`config.mk`:
```
export PLATFORM = sky130hd
export DESIGN_NAME = pix_batch_stream
export DESIGN_NICKNAME = d
export VERILOG_FILES = /design/src/rtl/pbs_pkg.sv /design/src/rtl/pbs_lane_bank.sv /design/src/rtl/pbs_drain.sv /design/src/rtl/pix_batch_stream.sv
export SDC_FILE = /design/constraint.sdc
export NUM_CORES = 1
export LEC_CHECK = 0
export BUFFER_PORTS_ARGS = -buffer_cell sky130_fd_sc_hd__clkbuf_2
export CAP_MARGIN = 10
export CORE_ASPECT_RATIO = 1.2
export CORE_MARGIN = 2
export CORE_UTILIZATION = 55
export DETAILED_ROUTE_END_ITERATION = 10
export GPL_TIMING_DRIVEN = 0
export PLACE_DENSITY_LB_ADDON = 0.1
export REMOVE_ABC_BUFFERS = 1
export SKIP_CTS_REPAIR_TIMING = 1
export SLEW_MARGIN = 40
export SYNTH_ARGS = -nofsm -noshare
export SYNTH_HDL_FRONTEND = slang
export SYNTH_SLANG_ARGS = --single-unit
```
`constraint.sdc`:
```
create_clock -name clk -period 11.7 [get_ports clk]
set_input_delay 0.585 -clock clk [delete_from_list [all_inputs] [get_ports clk]]
set_output_delay 0.585 -clock clk [all_outputs]
set_load 0.03 [all_outputs]
```
`src/rtl/pbs_pkg.sv`:
```
package pbs_pkg;

   // Index of one of the three rotating buffer sets.
   typedef logic [1:0] set_t;

   localparam int unsigned NUM_SETS = 3;

   // Successor of a set index, wrapping after the third set.
   function automatic set_t set_next(input set_t s);
      return (s == set_t'(NUM_SETS - 1)) ? set_t'(0) : s + set_t'(1);
   endfunction

endpackage

```
`src/rtl/pbs_lane_bank.sv`:
```
module pbs_lane_bank
   import pbs_pkg::*;
#(
   parameter int unsigned PIX_W = 8,
   parameter int unsigned RES_W = 9
) (
   input  logic             clk,
   input  logic             pix_we,
   input  set_t             pix_set,
   input  logic [PIX_W-1:0] pix_d,
   input  logic             res_we,
   input  set_t             res_set,
   input  logic [RES_W-1:0] res_d,
   input  set_t             cp_set,
   output logic [PIX_W-1:0] pix_q,
   input  set_t             dr_set,
   output logic [RES_W-1:0] res_q
);

   // One bank per set: this lane's pixel and result slot.
   logic [PIX_W-1:0] pix_mem [NUM_SETS];
   logic [RES_W-1:0] res_mem [NUM_SETS];

   always_ff @(posedge clk) begin
      if (pix_we) pix_mem[pix_set] <= pix_d;
      if (res_we) res_mem[res_set] <= res_d;
   end

   assign pix_q = pix_mem[cp_set];
   assign res_q = res_mem[dr_set];

endmodule

```
`src/rtl/pbs_drain.sv`:
```
module pbs_drain #(
   parameter int unsigned LANES = 4,
   parameter int unsigned RES_W = 9,
   localparam int unsigned IDX_W = $clog2(LANES),
   localparam int unsigned CNT_W = $clog2(LANES + 1)
) (
   input  logic                   clk,
   input  logic                   rst_n,
   input  logic                   rotate,
   input  logic [CNT_W-1:0]       dr_cnt,
   input  logic                   dr_eof,
   input  logic [LANES*RES_W-1:0] res_flat,
   input  logic                   out_ready,
   output logic                   out_valid,
   output logic [RES_W-1:0]       out_res,
   output logic                   out_last,
   output logic                   dr_fin
);

   logic [CNT_W-1:0] idx_q;
   logic [IDX_W-1:0] sel;
   logic             final_item;
   logic             fire;

   assign sel        = idx_q[IDX_W-1:0];
   assign out_valid  = idx_q < dr_cnt;
   assign final_item = (CNT_W'(idx_q + 1'b1) == dr_cnt);
   assign out_res    = res_flat[sel*RES_W +: RES_W];
   assign out_last   = out_valid & dr_eof & final_item;
   assign fire       = out_valid & out_ready;
   assign dr_fin     = ~out_valid | (fire & final_item);

   always_ff @(posedge clk or negedge rst_n) begin
      if (!rst_n)      idx_q <= '0;
      else if (rotate) idx_q <= '0;
      else if (fire)   idx_q <= idx_q + 1'b1;
   end

endmodule

```
`src/rtl/pix_batch_stream.sv`:
```
module pix_batch_stream
   import pbs_pkg::*;
#(
   parameter int unsigned LANES = 4,
   parameter int unsigned PIX_W = 8,
   parameter int unsigned RES_W = 9
) (
   input  logic                   clk,
   input  logic                   rst_n,
   input  logic                   in_valid,
   output logic                   in_ready,
   input  logic [PIX_W-1:0]       in_pix,
   input  logic                   in_last,
   output logic                   lane_go,
   output logic [LANES-1:0]       lane_mask,
   output logic [LANES*PIX_W-1:0] lane_pix,
   input  logic                   lane_ack,
   input  logic [LANES*RES_W-1:0] lane_res,
   output logic                   out_valid,
   input  logic                   out_ready,
   output logic [RES_W-1:0]       out_res,
   output logic                   out_last
);

   localparam int unsigned IDX_W = $clog2(LANES);
   localparam int unsigned CNT_W = $clog2(LANES + 1);

   generate
      if (LANES < 2 || (LANES & (LANES - 1)) != 0) begin : g_bad_lanes
         $error("LANES must be a power of two of at least 2");
      end
      if (PIX_W < 1 || RES_W < 1) begin : g_bad_width
         $error("PIX_W and RES_W must be positive");
      end
   endgenerate

   // Role pointers: load set is rot_q, then drain, then compute.
   set_t rot_q, ld_set, dr_set, cp_set;
   assign ld_set = rot_q;
   assign dr_set = set_next(rot_q);
   assign cp_set = set_next(dr_set);

   logic [CNT_W-1:0] cnt_q [NUM_SETS];
   logic             eof_q [NUM_SETS];
   logic             ld_closed_q, cp_started_q, cp_done_q;

   logic [CNT_W-1:0] ld_cnt, cp_cnt, dr_cnt;
   logic             in_fire, ld_close_now, ld_fin, cp_fin, dr_fin;
   logic             res_take, rotate;
   logic [LANES*RES_W-1:0] res_flat;

   assign ld_cnt = cnt_q[ld_set];
   assign cp_cnt = cnt_q[cp_set];
   assign dr_cnt = cnt_q[dr_set];

   // Load stage.
   assign in_ready     = ~ld_closed_q;
   assign in_fire      = in_valid & in_ready;
   assign ld_close_now = in_fire & (in_last | (ld_cnt == CNT_W'(LANES - 1)));
   assign ld_fin       = ld_closed_q | ld_close_now | ((ld_cnt == '0) & ~in_valid);

   // Compute stage.
   assign lane_go  = (cp_cnt != '0) & ~cp_started_q;
   assign res_take = lane_ack & cp_started_q & ~cp_done_q;
   assign cp_fin   = (cp_cnt == '0) | cp_done_q | res_take;

   // Roles move on only when every stage is finished.
   assign rotate = ld_fin & cp_fin & dr_fin;

   always_ff @(posedge clk or negedge rst_n) begin
      if (!rst_n) begin
         rot_q        <= set_t'(0);
         ld_closed_q  <= 1'b0;
         cp_started_q <= 1'b0;
         cp_done_q    <= 1'b0;
         for (int s = 0; s < NUM_SETS; s++) begin
            cnt_q[s] <= '0;
            eof_q[s] <= 1'b0;
         end
      end else begin
         if (in_fire) begin
            cnt_q[ld_set] <= ld_cnt + 1'b1;
            if (in_last) eof_q[ld_set] <= 1'b1;
         end
         if (rotate) begin
            rot_q         <= dr_set;
            cnt_q[dr_set] <= '0;
            eof_q[dr_set] <= 1'b0;
            ld_closed_q   <= 1'b0;
            cp_started_q  <= 1'b0;
            cp_done_q     <= 1'b0;
         end else begin
            if (ld_close_now) ld_closed_q  <= 1'b1;
            if (lane_go)      cp_started_q <= 1'b1;
            if (res_take)     cp_done_q    <= 1'b1;
         end
      end
   end

   // Per-lane banks: distribute on write, parallel read/write for the lanes.
   generate
      for (genvar k = 0; k < LANES; k++) begin : g_lane
         logic lane_we;
         assign lane_we      = in_fire & (ld_cnt[IDX_W-1:0] == IDX_W'(k));
         assign lane_mask[k] = (CNT_W'(k) < cp_cnt);

         pbs_lane_bank #(
            .PIX_W(PIX_W),
            .RES_W(RES_W)
         ) i_bank (
            .clk     (clk),
            .pix_we  (lane_we),
            .pix_set (ld_set),
            .pix_d   (in_pix),
            .res_we  (res_take),
            .res_set (cp_set),
            .res_d   (lane_res[k*RES_W +: RES_W]),
            .cp_set  (cp_set),
            .pix_q   (lane_pix[k*PIX_W +: PIX_W]),
            .dr_set  (dr_set),
            .res_q   (res_flat[k*RES_W +: RES_W])
         );
      end
   endgenerate

   // Collect stage.
   pbs_drain #(
      .LANES(LANES),
      .RES_W(RES_W)
   ) i_drain (
      .clk       (clk),
      .rst_n     (rst_n),
      .rotate    (rotate),
      .dr_cnt    (dr_cnt),
      .dr_eof    (eof_q[dr_set]),
      .res_flat  (res_flat),
      .out_ready (out_ready),
      .out_valid (out_valid),
      .out_res   (out_res),
      .out_last  (out_last),
      .dr_fin    (dr_fin)
   );

endmodule

```
==> results.txt, run 1 <==
The final weighted congestion in routability-driven placement is 0.835. TritonCTS built the clock tree. The number of input and output port buffers inserted is 98. The post-route DRC violation count is 0. The count of nets left with antenna violations after detail routing is 0. The setup TNS came out at 0 ns. The number of antenna repair diodes is 0. In this run the cell area of the synthesized design comes to 9210 µm². The worst-skew pair later-pin latency came out at 0.49 ns.

After technology mapping, the gate count stands at 616. VDD sags by at most 204 µV. The power density normalized to cell area came out at 260 nW/µm². Setup repair after global routing left no endpoint under its margin. The total count of hold-check failures in the final report came out at 0. The detailed-route vias per instance is 5.53. The maximum fanout count along the critical path is 36. By area the synthesized netlist is led by sky130_fd_sc_hd__edfxtp_1, sky130_fd_sc_hd__mux2i_1, sky130_fd_sc_hd__dfrtp_1, sky130_fd_sc_hd__o21ai_0, sky130_fd_sc_hd__nand2_1. The layout overhead on the synthesized area came out at 16.7%. The via count of the first global-routing pass came out at about 5400.

The half-perimeter wire length of the detailed placement result came out at 11400 µm. The share of Yosys cell area claimed by the top area cell type is 66.5%. In this run the deepest clock path goes through 3 buffers. Registers take 6640 µm². The routed length per instance came out at 17.7 µm. The clock period minus worst slack is 3.81 ns.

The number of clock buffers inserted by TritonCTS is 22. The number of enable flip-flop cells after synthesis came out at 204. The clock tree root driver cell is sky130_fd_sc_hd__clkbuf_16.

After the last flow step, the layout net total stands at between 700 and 800. The async set-reset flop share out of synthesis came out at 8.93%. The pin count of the biggest net entering global routing is 65. The core area came out at 16300 µm². Static timing analysis puts the maximum clock frequency at 0.263 GHz. The fraction of the cycle the final worst path needs came out at 32.6%. The synthesized area per cell is 15.0 µm². The register bit count reported by yosys came out at approximately 220.

The clock arrives with approximately 0.0061 ns of skew. The die covers 17800 µm². The clock drives 224 sinks. The library cell used most frequently in the layout, excluding fill and tap cells, is sky130_fd_sc_hd__edfxtp_1. Clock-pin slew was measured on the worst setup and hold paths at approximately 0.060 ns. The initial antenna violation count came out at 0. The starting utilization of the core area is 56.4%. The transition at the pin with the smallest max-transition slack came out at roughly 0.78 ns.

The signal on the critical path passes through buf_12 > mux2i_1 > nand2_1 > o21ai_0 > ha_1 > a21o_1 > a21oi_1 > and3_1 > clkbuf_2. The max-slew violation count is 0. Across all hold checks on the routed design, the worst slack comes to 0.0562 ns. The critical path class is register to output pin.

The worst setup path is launched from a register. The first detailed-routing pass ran for 6 iterations. The type of the most critical hold path is primary input to asynchronous set/reset pin. The flow ran to the end, and the final reports show no timing, DRC or antenna violations. The total length of routed wires is around 17000 µm. The endpoint arrival time on the critical path is 3.22 ns. The sequential share of the synthesized area is 71.9%.

In the synthesized netlist the dominant register cell turns out to be sky130_fd_sc_hd__edfxtp_1. The leftover overflow at the end of global routing came out at 0. Of all cell types, the one taking the most synthesized area is sky130_fd_sc_hd__edfxtp_1. The via count is 5317. The height of the die is 146 µm. The fraction of layout cells with a size suffix above 1 came out at 23.6%. The number of placement rows came out at 51. The die width came out at 122 µm.

The first global-routing pass estimated 27100 µm of wire. The filler cells instantiated in the layout total 1230. The starting DRC count in detailed routing is ~430. The library cells used most frequently in the layout, excluding fill and tap cells, are sky130_fd_sc_hd__edfxtp_1, sky130_fd_sc_hd__clkbuf_2, sky130_fd_sc_hd__nand2_1. Yosys printed 0 warnings. The largest individual stage delay along the critical path comes from the cell sky130_fd_sc_hd__dfrtp_4. The remaining max-slew budget at the tightest pin is 47.6%. The critical path required time came out at 11.12 ns. CTS built an H-tree with a depth of 1. The max-cap check violation count came out at 0. The number of setup violations in the final report is 0. In this design, the stage delay of the slowest critical-path cell is 0.73 ns. For this design the static power due to leakage is 4.04 nW. The worst setup path is captured at an output pin. The total routing resource utilization after global routing came out at 19.5%. The number of top-level pins came out at 99. The unique cell type count in the Yosys netlist came out at 46.

The area used by multi-input combinational logic is 2420 µm².
metrics by stage:
step / instances / power (mW) / cell area, µm² / setup slack [ns] / utilization [%]
global placement: 895 / 2.18 / 9830 / 0.510 / 60.2
finish: 962 / 2.79 / 10700 / 7.89 / 65.8
detailed placement: 923 / 2.17 / 10100 / 8.07 / 61.7
global route: 962 / 2.94 / 10700 / 7.71 / 65.8
CTS: 962 / 2.82 / 10700 / 7.86 / 65.8
floorplan: 585 / 1.88 / 9080 / 4.38 / -
worst max-delay path: cells and delay by family (launching register included):
family | cells | cell delay, ns
and+or+nand+nor | 2 | 0.30
adders and majority gates | 1 | 0.26
DFF | 1 | 0.73
buffers and inverters | 2 | 0.53
muxes | 1 | 0.30
AOI/OAI and AO/OA | 3 | 0.60
cell type report:
| class | instances | area share (%) |
|---|---|---|
| well taps | 212 | 2.47 |
| flip-flops and latches | 224 | 61.7 |
| clock buffers | 25 | 5.43 |
| clock inverters | 14 | 0.757 |
| repair buffers | 126 | 6.65 |
| multi-input cells | 349 | 22.5 |
| inverters | 12 | 0.419 |
registers in the layout, summed over array words and instances (netlist names):
register               cells
g_lane.i_bank.res_mem    108
g_lane.i_bank.pix_mem     96
cnt_q                      9
eof_q                      3
i_drain.idx_q              3
ld_set                     2
cp_done_q                  1
cp_started_q               1
ld_closed_q                1
cells in the mapped netlist (2+ instances only):
cell type	count
sky130_fd_sc_hd__buf_2	2
sky130_fd_sc_hd__a22o_1	3
sky130_fd_sc_hd__and3_1	5
sky130_fd_sc_hd__inv_1	11
sky130_fd_sc_hd__dfrtp_1	20
sky130_fd_sc_hd__a31oi_1	4
sky130_fd_sc_hd__nor4_1	2
sky130_fd_sc_hd__nor2_1	10
sky130_fd_sc_hd__nor3_1	3
sky130_fd_sc_hd__a221o_1	2
sky130_fd_sc_hd__a22oi_1	2
sky130_fd_sc_hd__o2bb2ai_1	2
sky130_fd_sc_hd__o21ai_0	81
sky130_fd_sc_hd__o211ai_1	2
sky130_fd_sc_hd__nor3b_1	2
sky130_fd_sc_hd__edfxtp_1	204
sky130_fd_sc_hd__a21o_1	2
sky130_fd_sc_hd__o21ai_1	2
sky130_fd_sc_hd__buf_6	2
sky130_fd_sc_hd__nand2_1	87
sky130_fd_sc_hd__ha_1	9
sky130_fd_sc_hd__o21a_1	3
sky130_fd_sc_hd__nor2b_1	3
sky130_fd_sc_hd__mux2i_1	77
sky130_fd_sc_hd__mux4_2	9
sky130_fd_sc_hd__buf_1	5
sky130_fd_sc_hd__mux2_1	3
sky130_fd_sc_hd__mux2_2	2
sky130_fd_sc_hd__a21oi_1	7
sky130_fd_sc_hd__a211o_1	2
sky130_fd_sc_hd__clkbuf_1	22
sky130_fd_sc_hd__and2_1	11
sky130_fd_sc_hd__nand3_1	2
path summary, 6_finish.rpt:
| kind | start | end | slack, ns | cells after the start |
|---|---|---|---|---|
| min in group clk | lane_res[29] | g_lane[3].i_bank.res_mem[2][2] | 0.29 | 1 |
| max | ld_set[0] | out_last | 7.89 | 9 |
| max reg2reg | ld_set[1] | ld_set[0] | 8.07 | 13 |
| min | rst_n | cp_started_q | 0.06 | 1 |
| min reg2reg | eof_q[2] | eof_q[2] | 0.51 | 2 |
| max in group asynchronous | rst_n | ld_set[1] | 11.24 | 1 |
kinds of logic after synthesis:
logic type | count (synthesis) | share of synthesized area, %
compound gates | 119 | 7.42
xor+xnor | 2 | 0.190
fa+ha+maj | 9 | 1.22
buf+inv | 43 | 1.94
flops | 224 | 71.9
mux | 92 | 11.3
simple gates | 127 | 5.95
power breakdown:
group	internal [mW]	switching [mW]	total [mW]
logic	0.390	0.669	1.06
registers	0.992	0.101	1.09
clock network	0.359	0.279	0.638
metal layers:
metal	vias to the layer above	GRT usage (%)	routed length [µm]
li1	2575	-	-
met4	0	5.34	332
met1	2580	23.4	6720
met3	25	3.80	929
met5	-	0	0
met2	137	35.5	9090
No activity file was read; power rests on OpenSTA's default activity.
==> run 2, diff against run 1 <==
--- a/config.mk
+++ b/config.mk
@@ -9,7 +9,7 @@
 export CAP_MARGIN = 10
 export CORE_ASPECT_RATIO = 1.2
 export CORE_MARGIN = 2
-export CORE_UTILIZATION = 55
+export CORE_UTILIZATION = 53
 export DETAILED_ROUTE_END_ITERATION = 10
 export GPL_TIMING_DRIVEN = 0
 export PLACE_DENSITY_LB_ADDON = 0.1
==> constraint.sdc (replaced) <==
create_clock -name clk -period 3.3 [get_ports clk]
set_input_delay 0.165 -clock clk [delete_from_list [all_inputs] [get_ports clk]]
set_output_delay 0.165 -clock clk [all_outputs]
set_load 0.03 [all_outputs]
==> run 2 against run 1 <==
Clock skew rose by 0.0028 ns. Design area rose by 7.5%. Combinational power rose to 4.2 times the previous value. Sequential power rose to 3.5 times the previous value. Critical path depth rose by 4. Count of clock-buffer cells in the layout rose by 4. Global-route usage fell by 0.38 points. Largest cell class unchanged. Largest power group is now combinational logic.
==> results.txt, run 2 (synthesis results as in run 1) <==
The overall power is 10.9 mW. The fraction of the cycle the final worst path needs is 96.4%. The fmax came out at 0.314 GHz. The largest register by flop count is g_lane.i_bank.res_mem. The number of input and output port buffers inserted came out at 98.

The number of nets in the layout came out at 850. The fraction of layout cells with a size suffix above 1 is 25.3%. For the worst-skew pair, the clock arrives at the later sink with an insertion delay of 0.50 ns. The remaining max-slew budget at the tightest pin came out at 56.9%. The power density normalized to cell area came out at between 900 and 1000 nW/µm².

The flip-flop count of the largest register, all copies and words added is 108. Entering global routing, the biggest net connects 60 pins. During I/O placement, the number of pins put on the boundary was 99. The wire-length estimate of the detail-placed layout is 11500 µm. The post-route DRC violation count is 0.

The utilization after layout came out at 68.3%. The clock period minus worst slack is 3.18 ns. The routed length per instance is about 19 µm. The path class of the tightest hold or removal check is primary input to register. The clock tree root driver cell is sky130_fd_sc_hd__clkbuf_16. The first routing iteration left 318 violations.

The via count came out at 5736. The number of clock buffers inserted by TritonCTS came out at 22. The total length of routed wires is 19600 µm. After detailed routing, the number of vias per cell comes to 5.61.

From bottom edge to top edge, the die measures about 150 µm. The maximum fanout count along the critical path came out at 30. The run finished with clean final reports. The die footprint came out at 18500 µm². The number of levels in the clock H-tree came out at 1.

The number of setup violations in the final report came out at 0. Counting both buffers and inverters, the worst setup path holds a total of 3. The leakage power total is 4.41 nW.

The max-cap check violation count is 0. Global routing used between 10% and 20% of the available tracks across all layers. The endpoint arrival time on the critical path came out at between 3 and 4 ns. The library cells used most frequently in the layout, excluding fill and tap cells, are sky130_fd_sc_hd__edfxtp_1, sky130_fd_sc_hd__clkbuf_2, sky130_fd_sc_hd__nand2_1.

On the critical path the largest part of the delay comes from compound AO/OA/AOI/OAI gates. The number of optimization iterations in the first detailed-route pass is 5. The first global-routing pass estimated 28100 µm of wire. The leftover overflow at the end of global routing is 0. Clock-pin slew was measured on the worst setup and hold paths at ~0.06 ns. The total count of hold-check failures in the final report is 0.

The initial utilization of the core area, before any placement, comes to 54.4%. The layout filler cell count came out at ~1200. The count of nets left with antenna violations after detail routing came out at 0. The most common cell after layout, fill and taps aside is sky130_fd_sc_hd__edfxtp_1. The tree built by TritonCTS fans out to 224 sinks. The layout overhead on the synthesized area is 25.4%. Walking the worst path, the cells encountered are buf_16 > buf_16 > mux2i_1 > o21a_1 > inv_1 > ha_1 > ha_1 > o21ai_0 > nand2_1 > a31oi_4 > a211o_4 > nor2_1 > mux2_2. The delay contributed by the slowest stage of the critical path is 0.53 ns. For the pin with the worst max-slew slack, the measured transition is 0.647 ns. The core area is 16900 µm².

The deepest clock path buffer count came out at 3. In the final layout, the registers with the most flip-flops are g_lane.i_bank.res_mem: 108 flops, g_lane.i_bank.pix_mem: 96 flops, cnt_q: 9 flops. The number of placement rows came out at 52. IR analysis of the VDD net gives a maximum drop of 841 µV. The worst setup path is of the register to register kind. The worst setup path is launched from a register. Setup repair after global routing could not meet its margin everywhere. The repair_antennas step left the layout with diodes totalling 0. The slowest stage of the critical path belongs to the cell sky130_fd_sc_hd__dfrtp_4. The max-slew violation count was 0. The initial antenna violation count is 0. The final weighted congestion in routability-driven placement is around 0.84. The die width is between 100 and 150 µm. The final clock skew came out at 0.00882 ns. TritonCTS built the clock tree. The via count of the first global-routing pass came out at 5406. The critical path required time is between 3 and 4 ns.

The element type at the critical path end is a register.
## run 2: cell type report
| type | count | area [µm²] | share of cell area [%] |
|---|---|---|---|
| Inverter | 12 | 45.0 | 0.390 |
| Clock inverter | 11 | 158 | 1.36 |
| Sequential cell | 224 | 6640 | 57.4 |
| Timing Repair Buffer | 181 | 1330 | 11.5 |
| Clock buffer | 29 | 638 | 5.52 |
| Tap cell | 216 | 270 | 2.34 |
| Multi-Input combinational cell | 350 | 2480 | 21.4 |
## run 2: metal layers
metal  GRT usage [%]  part of all wire [%]  up-vias
met2            33.1                    52      179
met3            3.96                   5.9       29
met4            4.89                   1.5        0
li1                -                     -     2688
met1            25.0                    41     2840
met5               0                     0        -
## run 2: metrics by stage
stage	hold WS, ns	setup slack (ns)	instances	instance area (µm²)	setup TNS (ns)
final	0.0513	0.119	1023	11600	0
after global routing	0.0656	-0.0484	1023	11600	-0.149
after CTS	-0.353	-0.652	967	10900	-9.79
after detailed placement	0.180	-0.649	927	10100	-9.30
after global placement	0.160	-8.01	899	9840	-1132.77
after floorplan	-0.131	-4.02	585	9080	-496.09
## run 2: worst register-to-register path, delay by kind of cell (launching register included)
family                     cells  cell delay, ns
AOI/OAI and AO/OA              4            0.86
DFF                            1            0.53
buffers and inverters          3            0.52
muxes                          2            0.51
adders and majority gates      2            0.45
and+or+nand+nor                2            0.22
## run 2: power by group
part / internal, mW / switching, mW
registers: 3.52 / 0.268
logic: 1.71 / 2.73
clock network: 1.67 / 0.995
## run 2: final timing paths
check,startpoint,end,slack [ns],cells after the start
worst max register to register,ld_set[1],ld_set[0],0.12,13
worst min-delay path,in_pix[0],g_lane[1].i_bank.pix_mem[2][0],0.05,1
max in group asynchronous,rst_n,ld_set[0],2.68,2
worst max-delay path,ld_set[1],ld_set[0],0.12,13
worst min register to register,eof_q[2],eof_q[2],0.50,2
min in group asynchronous,rst_n,i_drain.idx_q[1],0.20,2
